[src/rtl/tmr_pkg.sv]
package tmr_pkg;
  // Strobes the control sends to one timer slice each cycle
  typedef struct packed {
    logic restart;  // enable just went high: clear all state
    logic step;     // one enabled base tick
    logic clear;    // counter read or write access
  } tmrStrobe_t;
endpackage

[src/rtl/tmr_ctrl.sv]
module tmr_ctrl
  import tmr_pkg::*;
#(
  parameter int NUM_TIMERS = 3
) (
  input  logic                                clk,
  input  logic                                rst,
  input  logic                                tickEn,
  input  logic [NUM_TIMERS-1:0]               enable,
  input  logic [NUM_TIMERS-1:0]               cntRd,
  input  logic [NUM_TIMERS-1:0]               cntWr,
  output tmrStrobe_t [NUM_TIMERS-1:0]         strobes
);
  logic [NUM_TIMERS-1:0] enPrev;

  always_ff @(posedge clk) begin
    if (rst) enPrev <= '0;
    else     enPrev <= enable;
  end

  always_comb begin
    for (int i = 0; i < NUM_TIMERS; i++) begin
      strobes[i].restart = enable[i] & ~enPrev[i];
      strobes[i].step    = enable[i] & enPrev[i] & tickEn;
      strobes[i].clear   = cntRd[i] | cntWr[i];
    end
  end

  for (genvar g = 0; g < NUM_TIMERS; g++) begin : g_chk
    // a restart lasts one cycle while enable stays high
    p_restart_single_r8: assert property (@(posedge clk) disable iff (rst)
      (strobes[g].restart && enable[g]) |=> !strobes[g].restart)
      else $error("restart held for two cycles");
    // no step on a cycle when the timer is disabled
    p_no_step_disabled_r7: assert property (@(posedge clk) disable iff (rst)
      $fell(enable[g]) |-> !strobes[g].step)
      else $error("step while disabled");
  end
endmodule

[src/rtl/tmr_slice.sv]
module tmr_slice
  import tmr_pkg::*;
#(
  parameter int DIV   = 128,
  parameter int PER_W = 8,
  parameter int CNT_W = 4
) (
  input  logic             clk,
  input  logic             rst,
  input  tmrStrobe_t       strobe,
  input  logic             perWr,
  input  logic [PER_W-1:0] perData,
  output logic [CNT_W-1:0] counter
);
  localparam int PS_W = (DIV > 1) ? $clog2(DIV) : 1;
  localparam logic [PS_W-1:0] PS_LAST = PS_W'(DIV - 1);

  logic [PS_W-1:0]  pre;
  logic [PER_W-1:0] count;
  logic [PER_W-1:0] period;
  logic [PER_W:0]   effPeriod;
  logic [PER_W:0]   nextCount;
  logic             preWrap;
  logic             wrap;

  always_comb begin
    effPeriod = (period == '0) ? (PER_W+1)'(1 << PER_W) : {1'b0, period};
    nextCount = {1'b0, count} + 1'b1;
    preWrap   = strobe.step && (pre == PS_LAST);
    wrap      = preWrap && (nextCount >= effPeriod);
  end

  always_ff @(posedge clk) begin
    if (rst) begin
      pre     <= '0;
      count   <= '0;
      period  <= '0;
      counter <= '0;
    end else begin
      if (perWr && perData != period) period <= perData;
      if (strobe.restart) begin
        pre     <= '0;
        count   <= '0;
        counter <= '0;
      end else begin
        if (strobe.step) pre <= (pre == PS_LAST) ? '0 : pre + 1'b1;
        if (preWrap)     count <= wrap ? '0 : nextCount[PER_W-1:0];
        if (strobe.clear)  counter <= wrap ? CNT_W'(1) : '0;
        else if (wrap)     counter <= counter + 1'b1;
      end
    end
  end

  // the counter only moves up by one, or drops to 0 or 1 on clear/restart
  p_counter_steps_r4: assert property (@(posedge clk) disable iff (rst)
    (counter != $past(counter)) |->
      (counter == CNT_W'($past(counter) + 1'b1) || counter <= CNT_W'(1)))
    else $error("counter jumped");
  // without a step or restart, prescaler and count hold
  p_idle_holds_r12: assert property (@(posedge clk) disable iff (rst)
    (!strobe.step && !strobe.restart) |=> ($stable(pre) && $stable(count)))
    else $error("timer advanced without a step");
  // restart leaves the whole slice cleared
  p_restart_clears_r8: assert property (@(posedge clk) disable iff (rst)
    strobe.restart |=> (pre == '0 && count == '0 && counter == '0))
    else $error("restart did not clear");
  // a clear leaves at most one pending increment
  p_clear_result_r10: assert property (@(posedge clk) disable iff (rst)
    (strobe.clear && !strobe.restart) |=> counter <= CNT_W'(1))
    else $error("clear left a large counter");
  // a period wrap returns the count to zero
  p_wrap_zero_r2: assert property (@(posedge clk) disable iff (rst)
    (wrap && !strobe.restart) |=> count == '0)
    else $error("count not zero after wrap");
endmodule

[src/rtl/tmr_unit.sv]
module tmr_unit
  import tmr_pkg::*;
#(
  parameter int NUM_TIMERS = 3,
  parameter int PER_W      = 8,
  parameter int CNT_W      = 4,
  parameter int SLOW_DIV   = 128,
  parameter int FAST_DIV   = 16,
  parameter int FAST_IDX   = 2
) (
  input  logic                        clk,
  input  logic                        rst,
  input  logic                        tickEn,
  input  logic [NUM_TIMERS-1:0]       enable,
  input  logic [NUM_TIMERS-1:0]       perWr,
  input  logic [PER_W-1:0]            perData,
  input  logic [NUM_TIMERS-1:0]       cntRd,
  input  logic [NUM_TIMERS-1:0]       cntWr,
  output logic [NUM_TIMERS*CNT_W-1:0] cntVal
);
  tmrStrobe_t [NUM_TIMERS-1:0] strobes;

  tmr_ctrl #(.NUM_TIMERS(NUM_TIMERS)) u_ctrl (
    .clk    (clk),
    .rst    (rst),
    .tickEn (tickEn),
    .enable (enable),
    .cntRd  (cntRd),
    .cntWr  (cntWr),
    .strobes(strobes)
  );

  for (genvar g = 0; g < NUM_TIMERS; g++) begin : g_tmr
    localparam int DIV_G = (g == FAST_IDX) ? FAST_DIV : SLOW_DIV;
    tmr_slice #(.DIV(DIV_G), .PER_W(PER_W), .CNT_W(CNT_W)) u_slice (
      .clk    (clk),
      .rst    (rst),
      .strobe (strobes[g]),
      .perWr  (perWr[g]),
      .perData(perData),
      .counter(cntVal[g*CNT_W +: CNT_W])
    );
  end
endmodule

[config.mk]
export PLATFORM = sky130hd
export DESIGN_NAME = tmr_unit
export DESIGN_NICKNAME = d
export VERILOG_FILES = /design/src/rtl/tmr_pkg.sv /design/src/rtl/tmr_ctrl.sv /design/src/rtl/tmr_slice.sv /design/src/rtl/tmr_unit.sv
export SDC_FILE = /design/constraint.sdc
export NUM_CORES = 1
export LEC_CHECK = 0
export BUFFER_PORTS_ARGS = -buffer_cell sky130_fd_sc_hd__buf_2
export CAP_MARGIN = 20
export CORE_MARGIN = 8
export CORE_UTILIZATION = 33
export DETAILED_ROUTE_END_ITERATION = 7
export GPL_ROUTABILITY_DRIVEN = 0
export PLACE_DENSITY_LB_ADDON = 0.25
export REMOVE_ABC_BUFFERS = 1
export SYNTH_ARGS = -nofsm -noshare
export SYNTH_HDL_FRONTEND = slang
export SYNTH_SLANG_ARGS = --single-unit
export TNS_END_PERCENT = 10
[constraint.sdc]
create_clock -name clk -period 3.4 [get_ports clk]
set_input_delay 0.68 -clock clk [delete_from_list [all_inputs] [get_ports clk]]
set_output_delay 0.68 -clock clk [all_outputs]
set_load 0.01 [all_outputs]
==> reports/summary.md, run 1 <==
The run finished with clean final reports. The worst path in the final design needs a cycle of 2866 ps, including I/O delays and setup. For the max-cap violation count, the log shows 0. In this run the tightest slew margin relative to its limit is 36.71%. For this configuration, the core starts out at a cell density of 33.35%.

Fraction of layout instances using a drive strength above 1: 10.60%. In this run the standard cell core region covers 14310 sq um. The count of boundary I/O pins is 35. In the post-synthesis netlist, the biggest area contributors are sky130_fd_sc_hd__dfxtp_1 34%, sky130_fd_sc_hd__ha_1 9.4%, sky130_fd_sc_hd__xnor2_1 7.7%, sky130_fd_sc_hd__mux2i_1 6.1%, sky130_fd_sc_hd__nand2_1 4.5%. The power after layout is 2.404 mW. Each instance of the synthesized netlist takes up on average 8.244 sq um. The number of antenna violations at the first check in global routing is 1.

The area of the mapped netlist was 4773 sq um; the total global routing track utilization was 11.56%. The run gives 5463 sq um as the total non-filler cell area in the finished layout. The multiplexer fraction of the synthesized cell area is 6.081%.

In the routed design, unresolved DRC markers number 0. Post-layout utilization of the core: 38.16%. The first global-routing pass estimated 17500 microns of wire. The worst setup path is of the flop to flop kind.

The logs give 340 ps for the insertion delay to the later sink of the worst-skew pair and 539.5 ps for the worst setup timing slack at the placement stage. The worst setup path is launched from a flop. Entering global routing, the biggest net connects 28 pins.

At the worst endpoint, the arrival time is 3140 ps. The root buffer cell is sky130_fd_sc_hd__clkbuf_16. The tools report the diode insertion count for antenna repair as 0. Setup violations remaining at the end of the flow were counted as 0.

The power density over the cells is 440.0 nW/um^2. The count of warnings emitted by yosys was 0; the number of hold-slack violations in the final timing report was 0. After synthesis, the largest family of logic cells by area is simple AND/OR/NAND/NOR gates. Counting tap cells, the placed design contains a total of 771 instances.

The fraction of the mapped netlist area in compound gates is 12.42%, and the number of violations reported at the end of detailed-routing iteration 0 is 117. The logs give 0.3489 GHz for the highest attainable clock frequency and 533.9 ps for the setup slack of the critical path after layout. On the worst path, the slowest cell contributes a delay of 480 ps.

In this run the critical register-to-register path is launched from g_tmr[0].u_slice.count[0]$_SDFFE_PP0P_. The slack of the worst reg-to-reg path is 530 ps, and the required time of the worst setup path is 3680 ps. The area taken by multi-input logic gates is 2922 sq um, and the number of cell instances on the worst register-to-register path is 11. The number of setup buffers added after CTS is 0. Setup repair after global routing left no endpoint under its margin. The worst hold path passes through 2 cells. Detailed placement ended at an HPWL of 7575 microns.

STA classifies the critical path endpoint as a flop. The routed length per placed instance is 13.31 microns. The library cells used most frequently in the layout, excluding fill and tap cells, are 81 x sky130_fd_sc_hd__dfxtp_1, 57 x sky130_fd_sc_hd__nand2_1, 54 x sky130_fd_sc_hd__nor2_1. Once placement finished, the instance area stood at 5097 sq um. Worst hold path endpoint: g_tmr[0].u_slice.counter[3]$_SDFFE_PP0P_.

In this design, the critical path's most frequently occurring cell is sky130_fd_sc_hd__ha_1. Synthesis inferred 81 register bits. On the critical path, the stage with the largest delay is an instance of sky130_fd_sc_hd__or4_1. The worst path uses 84.30% of the clock period. In this run the worst hold path is classified as flop to flop. The total buffers and inverters traversed by the critical path is 1.

Excluding fillers, the count of instances in the completed layout stands at 788. The run gives 0 ps as the setup total negative slack. The cell family with the largest share of critical-path delay is simple AND/OR/NAND/NOR gates. The library cell used most frequently in the layout, excluding fill and tap cells, is sky130_fd_sc_hd__dfxtp_1. Summing over every cut layer, the via total after detailed routing is 3980.

The cell accounting for the most synthesized area was sky130_fd_sc_hd__dfxtp_1. Number of pins with negative max-slew slack in the final report: 0. The register clock-pin slew on the reported worst setup and hold paths works out to 60 ps. Final hold analysis gives a worst-case slack of 479.3 ps. After detailed routing, the total wire length is 10490 microns. The deepest clock path buffer count is 2, and the area overhead of the layout relative to synthesis is 14.44%. Buffers inserted to repair hold after CTS numbered 0.

For this run, the register share of the synthesized area comes to 33.97%. Leftover overflow at the end of global routing: 0. Across the VDD grid, the largest voltage drop is 0.2475 mV. The number of H-tree levels was 3.

TritonCTS built the clock tree. The analysis attributes to cell leakage a power of 2.117 nW. The number of buffers added by the clock tree synthesis step is 9. Of the total synthesized cell area, the portion taken by XOR and XNOR cells is 9.541%. Row generation in the floorplan step produced 44 rows. After detailed routing, the number of vias per cell comes to 5.051.

The biggest fanout along the worst timing path is 20. Registers take 1622 sq um. The die covers 18570 sq um. The post-synthesis share of cell area spent on full adders, half adders and majority gates is 9.436%, and the slew at the pin closest to its max-slew limit is 949.4 ps. Input and output buffers added on the ports amount to 34. In the final design database the tool counted 658 nets. The share of the synthesized area in the top cell type came out at 33.97%. Gates resized during post-CTS repair numbered 0. The worst hold path begins at g_tmr[0].u_slice.counter[3]$_SDFFE_PP0P_. The signal on the critical path passes through ha_1 > nand3_1 > or2_2 > xnor2_1 > ha_1 > nand4_1 > nor2_1 > a211oi_2 > buf_4 > or4_1 > a21oi_1. The detail route stage leaves a number of antenna-violating nets equal to 0. The terminus of the critical flop-to-flop path is g_tmr[0].u_slice.counter[3]$_SDFFE_PP0P_. Measured along the y axis, the die boundary spans 136.3 microns.

The number of different library cells used by synthesis comes to 45. The filler cells instantiated in the layout total 1456. The tools report the number of clock sinks as 81.

The number of iterations in the first detailed-routing pass was 4; the simple-gate area share of the yosys netlist was 23.51%. Synthesis produced a netlist whose cell count is 579. The via count of the first global-routing pass came out at 3732. For the final database, setup skew stands at 4.278 ps. The die span in x came out at 136.3 microns.
==> worst max path at each step <==
stage	end	start	cells past startpoint	slack [ps]
final	g_tmr[0].u_slice.counter[3]$_SDFFE_PP0P_	g_tmr[0].u_slice.count[0]$_SDFFE_PP0P_	11	530
after global placement	g_tmr[0].u_slice.counter[3]$_SDFFE_PP0P_	g_tmr[0].u_slice.count[0]$_SDFFE_PP0P_	11	640
after CTS	g_tmr[0].u_slice.counter[3]$_SDFFE_PP0P_	g_tmr[0].u_slice.count[0]$_SDFFE_PP0P_	11	530
after detailed placement	g_tmr[2].u_slice.counter[2]$_SDFFE_PP0P_	g_tmr[2].u_slice.count[2]$_SDFFE_PP0P_	11	540
after global routing	g_tmr[0].u_slice.counter[3]$_SDFFE_PP0P_	g_tmr[0].u_slice.count[0]$_SDFFE_PP0P_	11	310
after floorplan	g_tmr[0].u_slice.count[2]$_SDFFE_PP0P_	g_tmr[0].u_slice.count[0]$_SDFFE_PP0P_	10	30
==> tightest hold or removal path, stage by stage, from the launching register on <==
cell                      delay (ps)
sky130_fd_sc_hd__dfxtp_1         320
sky130_fd_sc_hd__o31ai_1          60
sky130_fd_sc_hd__a21oi_1          50
==> logic make-up (layout without fill, tap and decap cells) <==
group                      count (synthesis)  in the layout
DFF                                       81             81
buffers and inverters                     62             87
muxes                                     29             29
AOI/OAI and AO/OA                         95             95
adders and majority gates                 36             36
xor gates and xnor gates                  52             52
and+or+nand+nor                          224            224
==> cells in the mapped netlist (all sizes together) <==
master  count
o31ai       6
nand3b      4
a211o       3
o21ba       1
o21ai      18
o21bai      2
nor2b       6
clkbuf     24
nor3b       2
or3         3
mux2i      29
inv        31
nand4b      3
a21o        4
and4        2
a21oi      33
o31a        1
and3       10
nand4      14
a41o        2
a31oi      12
nand2b      1
buf         7
a311oi      1
nand3      34
and2        1
or4         7
o21a        2
nor3       10
dfxtp      81
a211oi      6
nand2      57
ha         36
o211ai      4
xnor2      42
xor2       10
or2         3
nor2       54
nor4       13
==> flip-flops by register name, indices dropped and copies added (netlist names) <==
signal,flops
u_ctrl.enPrev,3
g_tmr.u_slice.counter,12
g_tmr.u_slice.period,24
g_tmr.u_slice.count,24
g_tmr.u_slice.pre,18
==> per-layer routing <==
layer | track usage, % | share of wire (%)
met1 | 13.67 | 47
met4 | 3.722 | 1.5
met2 | 19.13 | 47
met3 | 4.102 | 4.4
met5 | 0 | 0.12
==> final cells by class <==
cell class / instances / share of cell area, %
clock inverters: 5 / 2.336
repair buffers: 40 / 3.894
multi-input cells: 436 / 53.48
flip-flops and latches: 81 / 29.68
clock buffers: 11 / 4.260
well taps: 184 / 4.214
inverters: 31 / 2.130
==> power breakdown <==
| part | leakage, nW | total, mW | internal [mW] | switching (mW) |
|---|---|---|---|---|
| Clock | 0.170 | 1.19 | 0.792 | 0.395 |
| Sequential | 0.658 | 0.994 | 0.969 | 0.0248 |
| Combinational | 1.29 | 0.223 | 0.0912 | 0.131 |
| Total | 2.12 | 2.40 | 1.85 | 0.551 |
Power figures use the tool's default switching activity.
==> run 2, diff against run 1 <==
==> constraint.sdc (replaced) <==
create_clock -name clk -period 2.45 [get_ports clk]
set_input_delay 0.49 -clock clk [delete_from_list [all_inputs] [get_ports clk]]
set_output_delay 0.49 -clock clk [all_outputs]
set_load 0.01 [all_outputs]
==> reports/summary.md, run 2 (synthesis gave the netlist of run 1 again) <==
For the global-route wire length before repair, the log shows 19340 microns (+11%). In this run the most critical hold path is launched from cntRd[0]. The worst-case clock skew was 5.275 ps (+0.9969 ps). Max-cap violation count: 0 (unchanged). The path class of the tightest hold or removal check is input port to flop. For the number of rows in the core area, the log shows 44 (unchanged). Routed length per placed instance: 13.44 microns (+0.97%). For the count of boundary I/O pins, the log shows 35 (unchanged). The highest ir drop seen on vdd was 0.3531 mV (+43%). The logs give 4196 (+12%) for the via count of the first global-routing pass and 14 (+14) for the number of failing setup endpoints in the final timing report.

The final worst-path cycle share came out at 105.8% (+21 points). The logs give -141.5 ps (-675.4 ps) for the setup slack of the critical path after layout and 12.65% (+1.1 points) for the total global routing track utilization. The maximum number of pins on one net before global-route repair is 26 (-7.1%). For the filler cell count, the log shows 1419 (-2.5%). The tree is rooted in a sky130_fd_sc_hd__clkbuf_16. The critical path start-end classification is flop to flop.

The logs give 2 (unchanged) for the deepest clock path buffer count and 0 (unchanged) for the number of hold-slack violations in the final timing report. The die span in x is 136.3 microns (unchanged), and the register clock-pin slew on the reported worst setup and hold paths is 60 ps (about the same). The final wirelength was 11340 microns (+8.1%); the number of violations reported at the end of detailed-routing iteration 0 was 183 (+56%). The ratio of routed vias to standard cells is 5.073 (+0.45%), and the post-layout utilization of the core is 42.12% (+4.0 points).

Static leakage: 2.411 nW (+14%). The logs give 8386 microns (+11%) for the placed wire-length estimate after detailed placement and -140 ps (-680 ps) for the slack of the worst reg-to-reg path. The total buffers and inverters traversed by the critical path was 1 (unchanged); the residual antenna-violating net count after detailed routing was 0 (unchanged). The tools report the number of H-tree levels as 3 (unchanged). The leftover overflow at the end of global routing was 0 (unchanged); the initial cell density of the core was 33.35% (unchanged).

The run gives 0 (unchanged) as the remaining design rule violation count. The area overhead of the layout relative to synthesis is 26.32%. The logs give 1 (unchanged) for the number of antenna violations at the first check in global routing and 4282 (+7.6%) for the vias after detailed routing.

The slew at the pin closest to its max-slew limit was 528.4 ps (-421.0 ps). Leading cell type in the layout, fill and taps excluded: sky130_fd_sc_hd__dfxtp_1. The cell family with the largest share of critical-path delay was compound AO/OA/AOI/OAI gates.

The run finished, with violations left. The power density over the cells was 512.3 nW/um^2 (+16%). The tools report the launching point of the worst reg2reg path as g_tmr[0].u_slice.count[0]$_SDFFE_PP0P_. For the diode insertion count for antenna repair, the log shows 0 (unchanged). The worst setup timing slack at the placement stage was -245.8 ps (-785.3 ps). The worst register-to-register path ends at g_tmr[0].u_slice.count[0]$_SDFFE_PP0P_. The number of input and output port buffers inserted is 34 (unchanged), and the count of hold buffers inserted by post-cts repair is 0 (unchanged). The worst hold path endpoint was g_tmr[0].u_slice.counter[1]$_SDFFE_PP0P_. The worst path arrival time is 2850 ps (-290 ps).

The instance count along the most critical hold path works out to 4 (+2). The tools report the highest attainable clock frequency as 0.3859 GHz (+11%). The final critical delay including setup and external delays is 2591 ps (-274.6 ps), and the required time of the worst setup path is 2710 ps (-970 ps). The tools report the nature of the critical path endpoint as a flop. The peak per-stage delay on the critical path works out to 440 ps (-40 ps). Vertical extent of the die: 136.3 microns (unchanged). In the layout the commonest cells are 70 x sky130_fd_sc_hd__dfxtp_1, 60 x sky130_fd_sc_hd__buf_4, 57 x sky130_fd_sc_hd__nand2_1.

The insertion delay to the later sink of the worst-skew pair came out at 330 ps (about the same). The largest registers in the layout are g_tmr.u_slice.count: 24 flops, g_tmr.u_slice.period: 24 flops, g_tmr.u_slice.pre: 18 flops. The core area was 14310 sq um (unchanged); the number of pins with negative max-slew slack in the final report was 0 (unchanged). The checks that failed: setup timing.

The fraction of layout instances using a drive strength above 1 works out to 23.94% (+13 points). STA classifies the critical path startpoint as a flop. TritonCTS built the clock tree.

The worst slew slack as a fraction of its limit is 64.77% (+28 points). The tools report the number of iterations in the first detailed-routing pass as 4 (unchanged). The floorplan die area is 18570 sq um (unchanged), and the number of buffers added by the clock tree synthesis step is 9 (unchanged). The number of clock sinks was 81 (unchanged). Slowest library cell on the worst path: sky130_fd_sc_hd__a211oi_4. Setup repair after global routing could not meet its margin everywhere. The number of cell instances on the worst register-to-register path came out at 11 (unchanged).

The final layout net count came out at 716 (+8.8%). The biggest fanout along the worst timing path was 8 (-60%). Walking the worst path, the cells encountered are ha_4 > nand3_2 > or2_4 > xnor2_2 > ha_1 > a211oi_2 > o21bai_2 > a211oi_4 > buf_12 > nand3b_1 > a21oi_2.
## run 2: changes by cell type in the layout (fill, tap and decap cells not counted), moves of 4 or more
cell / before / now
sky130_fd_sc_hd__dfxtp_2: 0 / 7
sky130_fd_sc_hd__dfxtp_1: 81 / 70
sky130_fd_sc_hd__nand3_1: 32 / 26
sky130_fd_sc_hd__dfxtp_4: 0 / 4
sky130_fd_sc_hd__nand3_2: 0 / 5
sky130_fd_sc_hd__buf_4: 5 / 60
## run 2: how the worst max path moves through the flow
stage	start	to	slack, ps	depth (start not counted)
3_5_place_dp	g_tmr[0].u_slice.count[0]$_SDFFE_PP0P_	g_tmr[0].u_slice.count[4]$_SDFFE_PP0P_	-250	12
2_1_floorplan	g_tmr[0].u_slice.count[0]$_SDFFE_PP0P_	g_tmr[0].u_slice.count[2]$_SDFFE_PP0P_	-920	10
5_1_grt	g_tmr[0].u_slice.count[0]$_SDFFE_PP0P_	g_tmr[0].u_slice.count[0]$_SDFFE_PP0P_	-260	11
3_3_place_gp	g_tmr[0].u_slice.count[0]$_SDFFE_PP0P_	g_tmr[0].u_slice.counter[3]$_SDFFE_PP0P_	-110	11
4_1_cts	g_tmr[0].u_slice.count[1]$_SDFFE_PP0P_	g_tmr[0].u_slice.count[4]$_SDFFE_PP0P_	-40	11
6_report	g_tmr[0].u_slice.count[0]$_SDFFE_PP0P_	g_tmr[0].u_slice.count[0]$_SDFFE_PP0P_	-140	11
## run 2: tightest hold or removal path: cells and delay by family
kind,cells,cell delay [ps]
compound gates,1,50
simple gates,2,120
buf+inv,1,90
## run 2: where the power goes
group	switching (mW)	internal [mW]	total, mW
logic	0.207	0.180	0.387
clock network	0.529	0.800	1.33
registers	0.0329	1.34	1.37
## run 2: stage by stage
stage                     cells  power [mW]  hold WS [ps]  area (sq um)  TNS [ps]
after floorplan             548       1.599         449.2          4649    -21310
after global placement      821       1.760         458.3          5485    -689.8
after detailed placement    821       1.769         473.0          5485     -3567
after CTS                   840       3.129         445.0          5899    -313.6
after global routing        844       3.225         463.7          6030     -4802
final                       844       3.089         458.6          6030     -1094
## run 2: what timing repair did
item,4_1_cts,5_1_grt
pin swaps,25,21
endpoints found under the setup margin,30,36
gates cloned,1,0
endpoints found under the hold margin,0,0
resized for setup,28,28
setup buffers,5,5
## run 2: final cells by class
class,instances,area [sq um],area share (%)
Inverter,31,116.4,1.930
Tap cell,184,230.2,3.818
Sequential cell,81,1645,27.29
Multi-Input combinational cell,436,3079,51.07
Clock inverter,4,45.04,0.7470
Clock buffer,10,239.0,3.963
Timing Repair Buffer,98,674.4,11.18
## run 2: per-layer routing
layer	track usage, %	wire length (microns)	up-vias
li1	-	-	2194
met5	0	10	-
met3	3.289	358	17
met2	21.57	5594	36
met1	15.00	5213	2033
met4	4.515	167	2
